File: src/rtl/cc_timer_pkg.sv
package cc_timer_pkg;

  localparam int ADDR_W = 2;

  typedef enum logic [1:0] {
    MODE_FREE  = 2'b00,
    MODE_MATCH = 2'b01,
    MODE_EDGE  = 2'b10,
    MODE_FREE2 = 2'b11
  } mode_e;

  typedef enum logic [1:0] {
    EDGE_FALL = 2'b00,
    EDGE_RISE = 2'b01,
    EDGE_BOTH = 2'b10,
    EDGE_NONE = 2'b11
  } edge_e;

  // bit 0 run, bits 2:1 mode, bit 3 capture role of register 1, bits 5:4 edge
  typedef struct packed {
    edge_e edge_sel;
    logic  cap1;
    mode_e mode;
    logic  run;
  } ctrl_t;

  localparam int CTRL_W = $bits(ctrl_t);

  localparam logic [ADDR_W-1:0] ADDR_CTRL = 2'd0;
  localparam logic [ADDR_W-1:0] ADDR_CMP0 = 2'd1;
  localparam logic [ADDR_W-1:0] ADDR_CC1  = 2'd2;
  localparam logic [ADDR_W-1:0] ADDR_CNT  = 2'd3;

endpackage

File: src/rtl/cc_timer_sync.sv
module cc_timer_sync
  import cc_timer_pkg::*;
#(
  parameter int STAGES = 2
) (
  input  logic  clk_i,
  input  logic  rst_ni,
  input  logic  pin_i,
  input  edge_e sel_i,
  output logic  evt_o
);

  // STAGES synchronizer flops plus one history flop for edge detection
  logic [STAGES:0] pipe_q;
  logic [STAGES:0] pipe_d;
  logic            rise;
  logic            fall;

  always_comb begin
    pipe_d = {pipe_q[STAGES-1:0], pin_i};
  end

  always_ff @(posedge clk_i or negedge rst_ni) begin
    if (!rst_ni) begin
      pipe_q <= '0;
    end else begin
      pipe_q <= pipe_d;
    end
  end

  always_comb begin
    rise = pipe_q[STAGES-1] & ~pipe_q[STAGES];
    fall = ~pipe_q[STAGES-1] & pipe_q[STAGES];
    unique case (sel_i)
      EDGE_FALL: evt_o = fall;
      EDGE_RISE: evt_o = rise;
      EDGE_BOTH: evt_o = rise | fall;
      default:   evt_o = 1'b0;
    endcase
  end

endmodule

File: src/rtl/cc_timer_count.sv
module cc_timer_count #(
  parameter int CNT_W = 16
) (
  input  logic             clk_i,
  input  logic             rst_ni,
  input  logic             run_i,
  input  logic             clr_i,
  output logic [CNT_W-1:0] cnt_o,
  output logic             wrap_o
);

  logic [CNT_W-1:0] cnt_q;
  logic [CNT_W-1:0] cnt_d;
  logic             wrap_q;
  logic             wrap_d;

  always_comb begin
    if (!run_i || clr_i) begin
      cnt_d  = '0;
      wrap_d = 1'b0;
    end else begin
      cnt_d  = cnt_q + CNT_W'(1);
      wrap_d = &cnt_q;
    end
  end

  always_ff @(posedge clk_i or negedge rst_ni) begin
    if (!rst_ni) begin
      cnt_q  <= '0;
      wrap_q <= 1'b0;
    end else begin
      cnt_q  <= cnt_d;
      wrap_q <= wrap_d;
    end
  end

  assign cnt_o  = cnt_q;
  assign wrap_o = wrap_q;

endmodule

File: src/rtl/cc_timer_chan.sv
module cc_timer_chan #(
  parameter int CNT_W       = 16,
  parameter bit HAS_CAPTURE = 1'b0
) (
  input  logic             clk_i,
  input  logic             wr_en_i,
  input  logic [CNT_W-1:0] wdata_i,
  input  logic             cap_mode_i,
  input  logic             cap_evt_i,
  input  logic             run_i,
  input  logic [CNT_W-1:0] cnt_i,
  input  logic             wrap_i,
  output logic [CNT_W-1:0] val_o,
  output logic             irq_o
);

  logic [CNT_W-1:0] val_q;
  logic [CNT_W-1:0] val_d;
  logic             cap_take;
  logic             cmp_on;
  logic             ld_en;

  always_comb begin
    cap_take = HAS_CAPTURE && cap_mode_i && cap_evt_i;
    cmp_on   = !(HAS_CAPTURE && cap_mode_i);
    ld_en    = wr_en_i | cap_take;
    val_d    = wr_en_i ? wdata_i : cnt_i;
  end

  // contents are left undefined by reset
  always_ff @(posedge clk_i) begin
    if (ld_en) begin
      val_q <= val_d;
    end
  end

  always_comb begin
    irq_o = run_i && cmp_on && (cnt_i == val_q) && ((val_q != '0) || wrap_i);
  end

  assign val_o = val_q;

endmodule

File: src/rtl/cc_timer.sv
module cc_timer
  import cc_timer_pkg::*;
#(
  parameter int CNT_W       = 16,
  parameter int SYNC_STAGES = 2
) (
  input  logic              clk_i,
  input  logic              rst_ni,
  input  logic              bus_we_i,
  input  logic [ADDR_W-1:0] bus_addr_i,
  input  logic [CNT_W-1:0]  bus_wdata_i,
  output logic [CNT_W-1:0]  bus_rdata_o,
  input  logic              tin_i,
  output logic              irq_cmp0_o,
  output logic              irq_cc1_o
);

  localparam int NUM_CH = 2;

  logic             rst_meta_q;
  logic             rst_n_s;
  ctrl_t            ctrl_q;
  ctrl_t            ctrl_d;
  logic             ctrl_we;
  logic             evt;
  logic             clr;
  logic [CNT_W-1:0] cnt;
  logic             wrap;
  logic [CNT_W-1:0] chan_val [NUM_CH];
  logic             chan_irq [NUM_CH];
  logic [CNT_W-1:0] cmp0_val;
  logic [CNT_W-1:0] cc1_val;

  // reset: asserted asynchronously, released on the clock
  always_ff @(posedge clk_i or negedge rst_ni) begin
    if (!rst_ni) begin
      rst_meta_q <= 1'b0;
      rst_n_s    <= 1'b0;
    end else begin
      rst_meta_q <= 1'b1;
      rst_n_s    <= rst_meta_q;
    end
  end

  always_comb begin
    ctrl_we = bus_we_i && (bus_addr_i == ADDR_CTRL);
    ctrl_d  = ctrl_t'(bus_wdata_i[CTRL_W-1:0]);
  end

  always_ff @(posedge clk_i or negedge rst_n_s) begin
    if (!rst_n_s) begin
      ctrl_q <= '0;
    end else if (ctrl_we) begin
      ctrl_q <= ctrl_d;
    end
  end

  cc_timer_sync #(
    .STAGES (SYNC_STAGES)
  ) u_sync (
    .clk_i  (clk_i),
    .rst_ni (rst_n_s),
    .pin_i  (tin_i),
    .sel_i  (ctrl_q.edge_sel),
    .evt_o  (evt)
  );

  always_comb begin
    clr = ((ctrl_q.mode == MODE_MATCH) && chan_irq[0]) ||
          ((ctrl_q.mode == MODE_EDGE)  && evt);
  end

  cc_timer_count #(
    .CNT_W (CNT_W)
  ) u_count (
    .clk_i  (clk_i),
    .rst_ni (rst_n_s),
    .run_i  (ctrl_q.run),
    .clr_i  (clr),
    .cnt_o  (cnt),
    .wrap_o (wrap)
  );

  for (genvar g = 0; g < NUM_CH; g++) begin : g_chan
    localparam logic [ADDR_W-1:0] CH_ADDR = (g == 0) ? ADDR_CMP0 : ADDR_CC1;
    cc_timer_chan #(
      .CNT_W       (CNT_W),
      .HAS_CAPTURE (g == 1)
    ) u_chan (
      .clk_i      (clk_i),
      .wr_en_i    (bus_we_i && (bus_addr_i == CH_ADDR)),
      .wdata_i    (bus_wdata_i),
      .cap_mode_i (ctrl_q.cap1),
      .cap_evt_i  (evt),
      .run_i      (ctrl_q.run),
      .cnt_i      (cnt),
      .wrap_i     (wrap),
      .val_o      (chan_val[g]),
      .irq_o      (chan_irq[g])
    );
  end

  assign cmp0_val   = chan_val[0];
  assign cc1_val    = chan_val[1];
  assign irq_cmp0_o = chan_irq[0];
  assign irq_cc1_o  = chan_irq[1];

  always_comb begin
    unique case (bus_addr_i)
      ADDR_CTRL: bus_rdata_o = CNT_W'(ctrl_q);
      ADDR_CMP0: bus_rdata_o = cmp0_val;
      ADDR_CC1:  bus_rdata_o = cc1_val;
      default:   bus_rdata_o = cnt;
    endcase
  end

endmodule

File: config.mk
export PLATFORM = sky130hd
export DESIGN_NAME = cc_timer
export DESIGN_NICKNAME = d
export VERILOG_FILES = /design/src/rtl/cc_timer_pkg.sv /design/src/rtl/cc_timer_sync.sv /design/src/rtl/cc_timer_count.sv /design/src/rtl/cc_timer_chan.sv /design/src/rtl/cc_timer.sv
export SDC_FILE = /design/constraint.sdc
export NUM_CORES = 1
export LEC_CHECK = 0
export BUFFER_PORTS_ARGS = -buffer_cell sky130_fd_sc_hd__buf_2
export CAP_MARGIN = 20
export CORE_MARGIN = 3
export CORE_UTILIZATION = 58
export CTS_CLUSTER_SIZE = 16
export DETAILED_ROUTE_END_ITERATION = 16
export HOLD_SLACK_MARGIN = 0.06
export PLACE_DENSITY_LB_ADDON = 0.05
export SYNTH_ARGS = -nofsm -noshare
export SYNTH_HDL_FRONTEND = slang
export SYNTH_SLANG_ARGS = --single-unit
File: constraint.sdc
create_clock -name clk_i -period 2 [get_ports clk_i]
set_input_delay 0.3 -clock clk_i [delete_from_list [all_inputs] [get_ports clk_i]]
set_output_delay 0.3 -clock clk_i [all_outputs]
set_load 0.02 [all_outputs]
Yosys cells after proc, flatten, opt, wreduce, memory -nomap -nowiden
Cells that the tools add are included.
W data, S select, Z words.
- bits in registers: 60
- bits of input ports: 22
- output and inout port bits: 18
- logic and storage cells: 53
- $add $sub $neg: 1
- eq/ne operators: 8
- multiplexer cells: 5
- bitwise gates (word level): 6
- reductions and logical operators: 22
- operators with widths (cell ; number):
    $pmux W16 S3 ; 1
    $eq A16 B16 Y1 ; 2
    $mux W16 ; 2
    $reduce_bool A16 Y1 ; 2
    $add A16 B1 Y16 const B ; 1
    $reduce_and A16 Y1 ; 1
    $logic_and A1 B1 Y1 ; 11
    $eq A2 B1 Y1 const B ; 3
    $eq A2 B2 Y1 const B ; 3
    $logic_not A2 Y1 ; 2
    $logic_or A1 B1 Y1 ; 4
    $pmux W1 S3 ; 1
    $and A1 B1 Y1 ; 2
    $logic_not A1 Y1 ; 2
    $not A1 Y1 ; 2
    $or A1 B1 Y1 ; 2
    $mux W1 ; 1

Depth between registers and ports, before layout
- depth after elaboration: 8
- gate-level depth with buffers: 8
- gate-level depth less buffers: 7

By module
From an unflattened synthesis, not the netlist that was laid out.
- cell total of the unflattened synthesis: 256
- area total of the unflattened synthesis: 3270.6 um2
- by module, submodules not included (module ; times used ; cells an instance ; area each (um2) ; seq. area each (um2)):
    cc_timer_chan at g_chan[1].u_chan ; 1 ; 64 ; 902.1 ; 480.5
    cc_timer_count ; 1 ; 84 ; 834.6 ; 425.4
    cc_timer ; 1 ; 53 ; 703.2 ; 200.2
    cc_timer_chan at g_chan[0].u_chan ; 1 ; 45 ; 700.7 ; 480.5
    cc_timer_sync ; 1 ; 10 ; 130.1 ; 75.1

Least setup slack after synthesis
No wires, ideal clock.
- kind: register to output
- from: register u_count.cnt_q[13], in the netlist u_count.cnt_o[13]
- to: output port irq_cc1_o
- arrival: 1857 ps
- required time: 1700 ps
- slack: -157 ps
- stages on the path, launching flop included: 7
- cells stage by stage: dfrtp_1 clkbuf_1 xnor2_1 nand4_1 nor4_1 o41ai_1 nor4_1
- longest elaborated chain between the ends: 3
- RTL lines (what ; line ; text):
    start, declared ; cc_timer_count.sv:12 ; logic [CNT_W-1:0] cnt_q;
    start signal, assigned ; cc_timer_count.sv:32 ; cnt_q <= cnt_d;
    $eq A16 B16 Y1 ; cc_timer_chan.sv:38 ; irq_o = run_i && cmp_on && (cnt_i == val_q) && ((val_q != '0) || wrap_i);
    $logic_and A1 B1 Y1 (2 in a row) ; cc_timer_chan.sv:38 ;
    end, declared ; cc_timer.sv:15 ; output logic irq_cc1_o
Every way passes these cells.

Final worst setup path
- from: register g_chan[0].u_chan.val_q[3]
- to: output port irq_cmp0_o
- longest elaborated chain between the ends: 3
- elaborated cells on any way between the ends: 5
- those cells by class: 1 x eq/ne; 4 x reduce/logical
- RTL lines (what ; line ; text):
    start, declared ; cc_timer_chan.sv:17 ; logic [CNT_W-1:0] val_q;
    start signal, assigned ; cc_timer_chan.sv:33 ; val_q <= val_d;
    $eq A16 B16 Y1 / $reduce_bool A16 Y1 (equally long branches) ; cc_timer_chan.sv:38 ;
    $logic_and A1 B1 Y1 / $logic_or A1 B1 Y1 (equally long branches) ; cc_timer_chan.sv:38 ;
    $logic_and A1 B1 Y1 (*) ; cc_timer_chan.sv:38 ;
    end, declared ; cc_timer.sv:14 ; output logic irq_cmp0_o,
Mark *: on every way between the ends. The rest lies on a longest branch, timed or not.

==> impl_results.md <==
- CP startpoint kind: flop
- Root buffer cell: clkbuf_8
- Layout Nets: 388
- Fin crit share: 111.6%
- Status: finished, violations left
- Mean post-synth cell area: 11.44 um2
- Mapped Nets: 318
- CORE AREA: 5540 um2
- CP required: 1.70 ns
- Final Skew: 0.01022 ns
- Setup slack after layout: -0.2319 ns
- Largest net degree at the start of global routing: 27
- Fin crit period: 2.232 ns
- Crit path max-delay cell type: edfxtp_1
- Yosys warns: 0
- Leakage power total: 0.001809 uW
- Int Power: 2421 uW
- Synth cell types: 37
- Placed inst area: 3830 um2
- Starting Density: 60.50%
- Critical R2R Launch: u_count.cnt_o[2]
- Drt via density: 5.986
- Post-synth EDFFs: 32
- Row count: 27
- Reg clk slew, reported paths: 0.07 ns
- Largest cells by area after synthesis: edfxtp_1 (29%), dfrtp_1 (21%), mux2_2 (10%)
- Final Power: 3320 uW
- Share of cells above drive strength 1: 40.49%
- Critical Path End Type: primary output
- Final global-route overflow total: 0
- GRT busiest layer: met2
- Predominant post-synthesis flop cell: edfxtp_1
- Start point of the worst hold path: bus_wdata_i[12]
- Pins Over Slew Limit: 0
- Hold Worst Slack: 0.1407 ns
- Synthesis-to-layout area growth: 26.09%
- RSZ-0062 raised after global routing: yes
- Hold Path Depth: 1
- CP Class: reg -> out
- Clock network fraction of design power: 36.9%
- Fin cells: 440
- Via count: 2634
- Global-route wire length before repair: 13950 um
- Sequential area share after synthesis: 49.57%
- Starting DRT DRC Count: 311
- Total iterations of the first detailed-routing run: 4
- Seq pwr share: 46.2%
- Die width: 82.02 um
- Violated checks: setup timing
- Syn Std Cell Area: 3352 um2
- Peak supply drop: 593.9 uV
- Yosys reg bits: 60
- Die Ht: 82.02 um
- Reg2Reg Depth: 7
- Max clock buf depth: 2
- CP Data Arrival Time: 1.93 ns
- Antenna Nets Post-Route: 0
- Met2 Use GR: 46.45%
- Fin util: 76.29%
- Post-synth ARST share: 46.67%
- Met1 usage: 38.48%
- Clk_lat worst skew: 0.34 ns
- Crit-path max cell delay: 0.48 ns
- Crit-path cells: a222oi_1 -> nand4_1 -> nor3_2 -> buf_4
- CTS tree: done
- H-tree Lvls: 3
- End of the worst register-to-register path: u_count.wrap_o
- GRT Util Overall: 29.09%
- Vias in the first global route: 2671
- WL/cell: 20.69 um
- Antenna cells: 0
- CP max FO: 4
- Worst min path class: in -> reg
- Final-report hold violation count: 0
- Beginning of the critical path: g_chan[0].u_chan.val_o[3]
- Inserted Clock Buffers: 9
- Synth area leader: edfxtp_1
- DRC: 0
- Final setup fails: 2
- Routability cong.: 1.024
- Max Cap Viol: 0
- Die area: 6727 um2
- Num ports: 40
- Clock sink count: 60
- Switching Share: 27.08%
- Mapped Cells: 293
- Gate power share: 16.9%
- Initial antenna violation count: 0
- GR Layer Usage met3: 6.579%
- Fin area: 4227 um2
- Fmax: 448.1 MHz
- Share of the synthesized area in the top cell type: 28.67%
- FF-to-FF setup slack: 0.05 ns
- DRT Wirelength: 9103 um
- Switch Pwr: 899.2 uW
- Hold endpoint: g_chan[0].u_chan.val_o[12]
- Dpl hpwl: 6441 um
- IO Port Bufs: 39
- Power density over the cells: 785.6 nW/um2
- Placed Cells: 416
## synth_stat cells (2+ instances only)
cell,n
nand3_1,10
nor4_1,13
o21ai_0,4
nand4_1,9
and3_1,2
mux4_2,6
buf_6,2
xor2_1,14
inv_1,15
xnor2_1,26
clkbuf_1,16
nor3b_1,2
nor2_1,19
a22o_1,10
nand2_1,21
nor2b_1,4
mux2_2,30
buf_2,6
o22ai_1,2
edfxtp_1,32
ha_1,3
nor3_1,5
dfrtp_1,28
## repair_timing
item / CTS / global route
pin swaps: 4 / 6
resized for setup: 9 / 14
setup endpoints to repair: 2 / 19
buffers inserted: 1 / 5
hold buffers: 2 / 0
endpoints found under the hold margin: 3 / 0
gates cloned: 0 / 1
## worst max-delay path, delay by kind of cell (launching register included)
| kind | cells | cell delay, ns |
|---|---|---|
| flip-flops | 1 | 0.48 |
| AO/OA/AOI/OAI | 1 | 0.40 |
| AND/OR/NAND/NOR | 2 | 0.53 |
| buffers and inverters | 1 | 0.17 |
## cell type report
class	count	area (um2)
Fill cell	383	1314
Clock inverter	4	72.57
Timing Repair Buffer	84	580.6
Clock buffer	12	145.1
Tap cell	72	90.09
Multi-Input combinational cell	193	1617
Inverter	15	56.30
Sequential cell	60	1665
## sequential cells by signal, indices dropped and copies added (netlist names)
signal,count
u_count.cnt_o,16
ctrl_q,6
rst_meta_q,1
u_count.wrap_o,1
u_sync.pipe_q,3
rst_n_s,1
g_chan.u_chan.val_o,32
## power by group through the flow
stage | Combinational (uW) | Clock, uW | Sequential, uW
after floorplan | 348 | 0 | 1510
after global placement | 521 | 0 | 1550
after detailed placement | 530 | 0 | 1550
after CTS | 542 | 1230 | 1530
after global routing | 601 | 1290 | 1540
final | 562 | 1220 | 1530
## layout by cell type, fill, tap and decap left out, types with 3 or more instances in the layout
cell type | synthesis | final
a22o_1 | 10 | 10
buf_2 | 6 | 38
buf_4 | 0 | 38
buf_6 | 2 | 4
clkbuf_8 | 0 | 10
dfrtp_1 | 28 | 25
dfrtp_2 | 0 | 3
edfxtp_1 | 32 | 32
ha_1 | 3 | 3
inv_1 | 15 | 15
mux2_2 | 30 | 30
mux4_2 | 6 | 6
nand2_1 | 21 | 21
nand3_1 | 10 | 10
nand4_1 | 9 | 9
nor2_1 | 19 | 19
nor2b_1 | 4 | 4
nor3_1 | 5 | 3
nor4_1 | 13 | 7
nor4_2 | 0 | 5
o21ai_0 | 4 | 4
xnor2_1 | 26 | 22
xnor2_2 | 0 | 4
xor2_1 | 14 | 14
## metrics by stage
| stage | setup slack [ns] | setup TNS, ns |
|---|---|---|
| 2_1_floorplan | 0.03690 | 0 |
| 3_3_place_gp | 0.02518 | 0 |
| 3_5_place_dp | 0.004122 | 0 |
| 4_1_cts | -0.2355 | -0.3942 |
| 5_1_grt | -0.3285 | -0.9138 |
| 6_report | -0.2319 | -0.4106 |
## how the worst max path moves through the flow
stage | endpoint | depth (start not counted) | slack (ns)
after floorplan | irq_cc1_o | 6 | 0.04
after global routing | irq_cmp0_o | 4 | -0.33
after global placement | irq_cc1_o | 6 | 0.03
after detailed placement | irq_cc1_o | 6 | 0.004
final | irq_cmp0_o | 4 | -0.23
after CTS | irq_cmp0_o | 6 | -0.24
## cells by family (layout without fill, tap and decap cells)
kind of cell | count (synthesis) | in the layout | synth area share, %
xor+xnor | 40 | 40 | 10.45
other cells | 1 | 1 | 0.1119
buf+inv | 40 | 115 | 5.151
mux | 36 | 36 | 14.11
fa+ha+maj | 3 | 3 | 1.120
compound gates | 23 | 23 | 5.338
flops | 60 | 60 | 49.57
simple gates | 90 | 90 | 14.15
## per-layer routing
| layer | share of wire [%] | routed length (um) |
|---|---|---|
| met4 | 2.7 | 246 |
| met1 | 42 | 3802 |
| met3 | 8.4 | 767 |
| met5 | 0 | 0 |
| met2 | 47 | 4287 |
Note: power is estimated with default switching activity, not from simulation.
